`config.mk`:
```
export PLATFORM = sky130hd
export DESIGN_NAME = txirq_delay_timer
export DESIGN_NICKNAME = d
export VERILOG_FILES = /design/src/rtl/txirq_pkg.sv /design/src/rtl/txirq_event_decode.sv /design/src/rtl/txirq_countdown.sv /design/src/rtl/txirq_fire_stage.sv /design/src/rtl/txirq_delay_timer.sv
export SDC_FILE = /design/constraint.sdc
export NUM_CORES = 1
export LEC_CHECK = 0
export ABC_AREA = 0
export BUFFER_PORTS_ARGS = -buffer_cell sky130_fd_sc_hd__buf_2
export CAP_MARGIN = 20
export CORE_ASPECT_RATIO = 0.9
export CORE_MARGIN = 4
export CORE_UTILIZATION = 37
export DETAILED_ROUTE_END_ITERATION = 10
export SLEW_MARGIN = 40
export SYNTH_ARGS = -nofsm -noshare
export SYNTH_HDL_FRONTEND = slang
export SYNTH_SLANG_ARGS = --single-unit
```
`constraint.sdc`:
```
create_clock -name clk -period 2 [get_ports clk]
set_input_delay 0.4 -clock clk [delete_from_list [all_inputs] [get_ports clk]]
set_output_delay 0.4 -clock clk [all_outputs]
set_load 0.01 [all_outputs]
```
`src/rtl/txirq_pkg.sv`:
```
package txirq_pkg;

  // Classification of a write-back strobe.
  typedef enum logic [1:0] {
    WB_NONE = 2'd0,  // nothing to do for the timer
    WB_LOAD = 2'd1,  // start or restart the countdown
    WB_FIRE = 2'd2   // interrupt now and cancel the countdown
  } wb_kind_e;

  function automatic wb_kind_e classify_wb(input logic valid,
                                           input logic rpt,
                                           input logic dly,
                                           input logic dly_is_zero);
    wb_kind_e k;
    k = WB_NONE;
    if (valid && rpt) begin
      if (dly && !dly_is_zero) k = WB_LOAD;
      else                     k = WB_FIRE;
    end
    return k;
  endfunction

endpackage

```
`src/rtl/txirq_event_decode.sv`:
```
module txirq_event_decode
  import txirq_pkg::*;
#(
  parameter int DLY_W = 8
) (
  input  logic             wb_valid,
  input  logic             wb_rpt,
  input  logic             wb_dly,
  input  logic [DLY_W-1:0] dly_value,
  output wb_kind_e         kind
);

  logic dly_zero;

  // A zero delay is handled as an undelayed report.
  assign dly_zero = (dly_value == '0);

  always_comb begin
    kind = classify_wb(wb_valid, wb_rpt, wb_dly, dly_zero);
  end

endmodule

```
`src/rtl/txirq_countdown.sv`:
```
module txirq_countdown
  import txirq_pkg::*;
#(
  parameter int DLY_W = 8
) (
  input  logic             clk,
  input  logic             rst,
  input  wb_kind_e         kind,
  input  logic [DLY_W-1:0] dly_value,
  input  logic             tick,
  output logic [DLY_W-1:0] cnt_q,
  output logic             expire
);

  localparam logic [DLY_W-1:0] LAST = DLY_W'(1);

  logic counting;

  assign counting = (cnt_q != '0);

  // Expiry only when no write-back event overrides this edge.
  assign expire = (kind == WB_NONE) && tick && (cnt_q == LAST);

  always_ff @(posedge clk) begin
    if (rst) begin
      cnt_q <= '0;
    end else begin
      case (kind)
        WB_LOAD: cnt_q <= dly_value;
        WB_FIRE: cnt_q <= '0;
        default: begin
          if (tick && counting) cnt_q <= cnt_q - LAST;
        end
      endcase
    end
  end

endmodule

```
`src/rtl/txirq_fire_stage.sv`:
```
module txirq_fire_stage (
  input  logic clk,
  input  logic rst,
  input  logic fire_now,
  input  logic mask_en,
  output logic irq_q
);

  always_ff @(posedge clk) begin
    if (rst) irq_q <= 1'b0;
    else     irq_q <= fire_now && mask_en;
  end

endmodule

```
`src/rtl/txirq_delay_timer.sv`:
```
module txirq_delay_timer
  import txirq_pkg::*;
#(
  parameter int DLY_W = 8
) (
  input  logic             clk,
  input  logic             rst,
  input  logic             wb_valid,
  input  logic             wb_rpt,
  input  logic             wb_dly,
  input  logic [DLY_W-1:0] dly_value,
  input  logic             irq_mask_en,
  input  logic             tick,
  output logic             irq_pulse
);

  wb_kind_e         kind;
  logic [DLY_W-1:0] cnt_q;
  logic             expire;
  logic             fire_now;

  txirq_event_decode #(.DLY_W(DLY_W)) u_decode (
    .wb_valid (wb_valid),
    .wb_rpt   (wb_rpt),
    .wb_dly   (wb_dly),
    .dly_value(dly_value),
    .kind     (kind)
  );

  txirq_countdown #(.DLY_W(DLY_W)) u_count (
    .clk      (clk),
    .rst      (rst),
    .kind     (kind),
    .dly_value(dly_value),
    .tick     (tick),
    .cnt_q    (cnt_q),
    .expire   (expire)
  );

  assign fire_now = (kind == WB_FIRE) || expire;

  txirq_fire_stage u_fire (
    .clk     (clk),
    .rst     (rst),
    .fire_now(fire_now),
    .mask_en (irq_mask_en),
    .irq_q   (irq_pulse)
  );

endmodule

```
==> impl_metrics.yaml, run 1 <==
routing:
  num_vias: 648
  dr.pass1.iters: 5
  drtAntennaViolNets: 0
  wl_mm: 1.681
  routedWlPerCell_um: 15.01
  drtIter0Drc: 19
  drc: 0
  vias_per_cell: 5.786
sta:
  slew_violations: 0
  fmax_mhz: 528.7
  rsz0062_at_grt: "false"
  tns_ns: 0
  hold_violations: 0
  worst_pin_slew_ns: 0.4452
  min_period_over_period: 0.9458
  setup_viol: 0
  fin_crit_ns: 1.892
  finClkSkew_ns: 0.004628
  slew_headroom: 0.7025
cells_and_area:
  nNetsFinal: 109
  syn_to_final_growth_pct: 20.85
  fillers: 148
  multi_input_area_um2: 417.9
  insertedDiodeCount: 0
  layout-drive-gt1-share: 0.2444
  layout.area.seq_um2: 181.4
power_and_ir_drop:
  powerDensity_nw_per_um2: 811.2
  cell_internal_pwr_mw: 0.3827
  power_mw: 0.6059
  power_frac_comb: 0.362
  peakVddDrop_mv: 0.3370
  p_seq_frac: 0.390
  clkPwrFrac: 0.248
  swShare: 0.3685
  power_switching_mw: 0.2233
  leakage_nw: 0.2859
worst_hold_path:
  min_path_type: "input port to flop"
cts:
  post_cts_buffers: 0
  cts.sinks: 9
  cts_tree: "built"
  clk-insertion-delay-late_ns: 0.27
  cts_max_level: 1
  numCtsBuffers: 3
  clockBufferDepth: 2
  ctsResizeCount: 0
  cts_hold_buf: 0
  cts-root-buf: "clkbuf_4"
  path_clk_slew_ns: 0.07
global_route:
  grt_max_degree: 14
  grt_overflow_total: 0
  grt_pass1_wl_mm: 2.670
  grt_pass1_vias: 596
  antenna_found_initial: 0
  grtUsageTotal: 0.1553
yosys:
  synthesis.area_um2: 618.1
  mappedNetlistNets: 92
  seq_area_frac_synth: 0.2915
  syn_inst: 74
  syn_area_per_cell_um2: 8.353
  ys_types: 33
  ys_warn_count: 0
  ys_seq_elements: 9
floorplan:
  die_area_um2: 2389
  rows: 13
  top_level_ports: 16
  die_w_um: 51.08
  initial_utilization: 0.4086
  dieHeight_um: 46.78
  core_um2: 1513
run_status:
  status: "completed"
flow_run:
  cap_violations: 0
critical_path:
  worstPathArrival_ns: 2.08
  worst-path-max-fanout: 6
  crit_type: "flop to flop"
  start_kind: "flop"
  worstPathRequired_ns: 2.18
  critPathCaptureType: "flop"
placement:
  hpwl_mm: 1.235
  io_buffers: 15
  gp_congestion: 0.8073
[placed cells by master, fill, tap and decap left out, types with 2 or more instances in the layout]
| cell | count |
|---|---|
| a211oi_1 | 2 |
| a21oi_1 | 10 |
| a311oi_1 | 2 |
| buf_2 | 15 |
| clkbuf_4 | 3 |
| dfxtp_1 | 8 |
| ha_1 | 3 |
| inv_1 | 3 |
| nand2_1 | 5 |
| nor2_1 | 2 |
| nor3_1 | 3 |
| o211ai_1 | 2 |
| o21ai_0 | 2 |
| o31ai_1 | 2 |
| o41ai_1 | 2 |
| or4_1 | 4 |
| xnor2_1 | 2 |
[per-layer routing]
layer,GRT usage,wire length [um],up-vias,part of all wire
met5,0,0,-,0
met4,0.09677,23,0,0.014
met3,0.02540,96,2,0.057
met2,0.2365,730,21,0.43
met1,0.2080,832,303,0.49
li1,-,-,322,-
[synth_stat cells]
library cell,instances,share of area
or3_1,1,0.010
a31oi_1,1,0.010
nand3_1,1,0.0081
o41ai_1,2,0.028
nand2_1,5,0.030
nor4_1,1,0.010
o211ai_1,2,0.024
or4b_1,1,0.016
dfxtp_1,9,0.29
inv_1,3,0.018
or4_1,4,0.049
a21oi_1,10,0.081
a21boi_1,1,0.012
nor3b_1,1,0.012
nor4_4,1,0.034
buf_1,1,0.0061
nand4b_1,1,0.014
a211oi_1,2,0.024
nor2_1,2,0.012
clkbuf_1,3,0.018
nand2b_1,1,0.010
nor3_1,3,0.024
and3_1,1,0.010
ha_1,3,0.061
xnor2_1,2,0.028
and2_1,1,0.010
o2111a_1,1,0.018
nand4_1,1,0.010
a311oi_1,3,0.043
o31ai_1,2,0.024
mux2_1,1,0.018
o21ai_0,2,0.016
a21bo_1,1,0.016
[through the flow]
step	util	std cells	hold WS, ns	area [um^2]	setup slack, ns
6_report	0.4938	112	0.3620	747.0	0.1084
5_1_grt	0.4938	112	0.3896	747.0	0.002259
3_5_place_dp	0.4715	108	0.5607	713.2	0.1015
2_1_floorplan	-	74	0.5188	618.1	0.1484
3_3_place_gp	0.4715	108	0.5511	713.2	0.1349
4_1_cts	0.4888	112	0.3648	739.5	0.08271
[area by class of cell]
cell class,count,share of cell area
multi-input cells,58,0.5595
flip-flops and latches,9,0.2429
repair buffers,16,0.1106
well taps,22,0.03685
clock buffers,4,0.03518
inverters,3,0.01508
[registers in the layout (all words and copies together) (netlist names)]
name	flops
u_count.cnt_q	8
u_fire.irq_q	1
[final timing paths]
check                                     start                       endpoint  slack (ns)  cells past startpoint
setup / recovery  u_count.cnt_q[1]$_SDFFE_PP0P_  u_count.cnt_q[3]$_SDFFE_PP0P_        0.11                      6
hold / removal                      irq_mask_en        u_fire.irq_q$_SDFF_PP0_        0.36                      3
setup reg to reg  u_count.cnt_q[1]$_SDFFE_PP0P_  u_count.cnt_q[3]$_SDFFE_PP0P_        0.11                      6
hold reg to reg   u_count.cnt_q[5]$_SDFFE_PP0P_  u_count.cnt_q[5]$_SDFFE_PP0P_        0.57                      2
[power groups by stage]
stage / combinational [mW] / clock (mW) / sequential, mW
3_5_place_dp: 0.211 / 0 / 0.238
4_1_cts: 0.213 / 0.150 / 0.234
3_3_place_gp: 0.210 / 0 / 0.239
2_1_floorplan: 0.156 / 0 / 0.235
5_1_grt: 0.245 / 0.159 / 0.240
6_report: 0.219 / 0.150 / 0.236
[critical path: stages, from the launching register on]
cell and delay (ns):
dfxtp_2 0.35, inv_1 0.09, ha_1 0.19, nor3b_1 0.17, a21bo_1 0.25, or4b_1 0.53, a311oi_2 0.23
[logic make-up after synthesis]
| logic type | synth area share |
|---|---|
| multiplexers | 0.01822 |
| AO/OA/AOI/OAI | 0.2976 |
| flip-flops | 0.2915 |
| adder cells (fa/ha/maj) | 0.06074 |
| buffers and inverters | 0.04250 |
| XOR/XNOR | 0.02835 |
| AND/OR/NAND/NOR | 0.2612 |
Note: power is estimated with default switching activity, not from simulation.
==> run 2: changes to the inputs <==
--- a/config.mk
+++ b/config.mk
@@ -8,10 +8,13 @@
 export ABC_AREA = 0
 export BUFFER_PORTS_ARGS = -buffer_cell sky130_fd_sc_hd__buf_2
 export CAP_MARGIN = 20
+export CELL_PAD_IN_SITES_DETAIL_PLACEMENT = 2
+export CELL_PAD_IN_SITES_GLOBAL_PLACEMENT = 2
 export CORE_ASPECT_RATIO = 0.9
 export CORE_MARGIN = 4
-export CORE_UTILIZATION = 37
+export CORE_UTILIZATION = 28
 export DETAILED_ROUTE_END_ITERATION = 10
+export PLACE_DENSITY_LB_ADDON = 0.1
 export SLEW_MARGIN = 40
 export SYNTH_ARGS = -nofsm -noshare
 export SYNTH_HDL_FRONTEND = slang
==> run 2 against run 1 <==
Effect of this change:
- core utilization shrank 11 points
- register-to-register slack barely moved
- non-clock buffer count up 3
- final area up 3.9%
- global-route usage rose by 1.0 points
- first-iteration DRC count is 26% lower
- highest routed layer unchanged
==> impl_metrics.yaml, run 2 (synthesized netlist as in run 1, its figures left out) <==
routing:
  dr.pass1.iters: 4
  wl_met2_mm: 1.013
  route.top_layer_used: "met4"
  vias_per_cell: 5.754
  drtAntennaViolNets: 0
  routedWlPerCell_um: 18.47
  num_vias: 679
  drc: 0
  dr_wl_met3_um: 82
  route.layer.met1.wl_mm: 1.046
  wl_mm: 2.179
  drtIter0Drc: 14
placement:
  gp_congestion: 0.8061
  place_area_um2: 716.9
  io_buffers: 15
  pre_cts_ws_ns: -0.009314
  hpwl_mm: 1.627
worst_hold_path:
  min_path_type: "input port to flop"
cells_and_area:
  reg.largest.list: "u_count.cnt_q x8, u_fire.irq_q x1"
  layout_commonest_cell: "buf_2"
  fillers: 235
  nNetsFinal: 112
  layout.area.seq_um2: 185.2
  insertedDiodeCount: 0
  multi_input_area_um2: 416.7
  final_cell_mix: "15 x buf_2, 10 x a21oi_1, 7 x dfxtp_1"
  regMostFlops: "u_count.cnt_q"
  largest_register_ffs: 8
  syn_to_final_growth_pct: 25.51
  layout-drive-gt1-share: 0.3011
  design_area_um2: 775.7
sta:
  tns_ns: 0
  min_period_over_period: 0.9462
  worst_pin_slew_ns: 0.4486
  rsz0062_at_grt: "false"
  finClkSkew_ns: 0.004084
  setup_viol: 0
  hold_violations: 0
  fin_crit_ns: 1.892
  slew_violations: 0
  fmax_mhz: 528.5
  slew_headroom: 0.7002
  timing.hold.ws_ns: 0.3695
  setup_ws_ns: 0.1077
floorplan:
  rows: 15
  die_area_um2: 3024
  dieHeight_um: 52.58
  core_um2: 2008
  initial_utilization: 0.3078
  top_level_ports: 16
  die_w_um: 57.53
global_route:
  grt_overflow_total: 0
  antenna_found_initial: 0
  grt_pass1_wl_mm: 3.732
  grt_pass1_vias: 762
  grt_max_degree: 14
  grtUsageTotal: 0.1657
critical_path:
  worst-path-max-fanout: 5
  worstPathRequired_ns: 2.19
  critPathCaptureType: "flop"
  path_delay_family: "simple AND/OR/NAND/NOR gates"
  start_kind: "flop"
  cp_cell_sequence: "inv_2 > ha_1 > nor3b_2 > a21bo_2 > or4b_1 > a311oi_1"
  critPathBufInv: 1
  crit_type: "flop to flop"
  worstPathArrival_ns: 2.08
  crit_path_top_delay_cell: "or4b_1"
  cp_slowest_stage_delay_ns: 0.50
power_and_ir_drop:
  peakVddDrop_mv: 0.3555
  power_mw: 0.6453
  leakage_nw: 0.3001
  powerDensity_nw_per_um2: 831.8
run_status:
  status: "completed"
cts:
  cts.sinks: 9
  cts_tree: "built"
  clk-insertion-delay-late_ns: 0.28
  cts_hold_buf: 0
  numCtsBuffers: 3
  path_clk_slew_ns: 0.07
  cts_max_level: 1
  cts-root-buf: "clkbuf_4"
  clockBufferDepth: 2
flow_run:
  cap_violations: 0
==> run 2: report_power, final <==
part | leakage, nW | total (mW) | switching [mW] | internal [mW]
combinational | 0.210 | 0.250 | 0.133 | 0.116
clock | 0.0150 | 0.156 | 0.0790 | 0.0775
sequential | 0.0752 | 0.239 | 0.0344 | 0.205
total | 0.300 | 0.645 | 0.247 | 0.399
==> run 2: what timing repair did <==
item | 4_1_cts | 5_1_grt
setup endpoints to repair | 1 | 4
resized for setup | 1 | 5
pin swaps | 0 | 1
buffers inserted | 0 | 3
==> run 2: path summary, 6_finish.rpt <==
path                                       from                       endpoint  slack [ns]  depth (start not counted)
setup reg to reg  u_count.cnt_q[1]$_SDFFE_PP0P_  u_count.cnt_q[3]$_SDFFE_PP0P_        0.11                          6
hold / removal                      irq_mask_en        u_fire.irq_q$_SDFF_PP0_        0.37                          3
setup / recovery  u_count.cnt_q[1]$_SDFFE_PP0P_  u_count.cnt_q[3]$_SDFFE_PP0P_        0.11                          6
hold reg to reg   u_count.cnt_q[5]$_SDFFE_PP0P_  u_count.cnt_q[5]$_SDFFE_PP0P_        0.58                          2
==> run 2: area by class of cell <==
type / count / area share
Tap cell: 25 / 0.04032
Clock buffer: 4 / 0.03387
Inverter: 3 / 0.01452
Multi-Input combinational cell: 58 / 0.5371
Timing Repair Buffer: 19 / 0.1355
Sequential cell: 9 / 0.2387
==> run 2: through the flow <==
step / instances / util
6_report: 118 / 0.3863
3_3_place_gp: 111 / 0.3570
2_1_floorplan: 74 / -
4_1_cts: 115 / 0.3707
5_1_grt: 118 / 0.3863
3_5_place_dp: 111 / 0.3570
==> run 2: routing by layer <==
layer  up-vias  global-route usage
li1        329                   -
met1       327              0.2088
met2        19              0.2763
met3         4             0.03695
met4         0             0.05792
met5         -                   0
==> run 2: worst reg2reg max path: cells and delay by family, from the launching register on <==
| family | cells | cell delay [ns] |
|---|---|---|
| buf+inv | 1 | 0.06 |
| simple gates | 2 | 0.68 |
| fa+ha+maj | 1 | 0.19 |
| compound gates | 2 | 0.51 |
| flops | 1 | 0.36 |
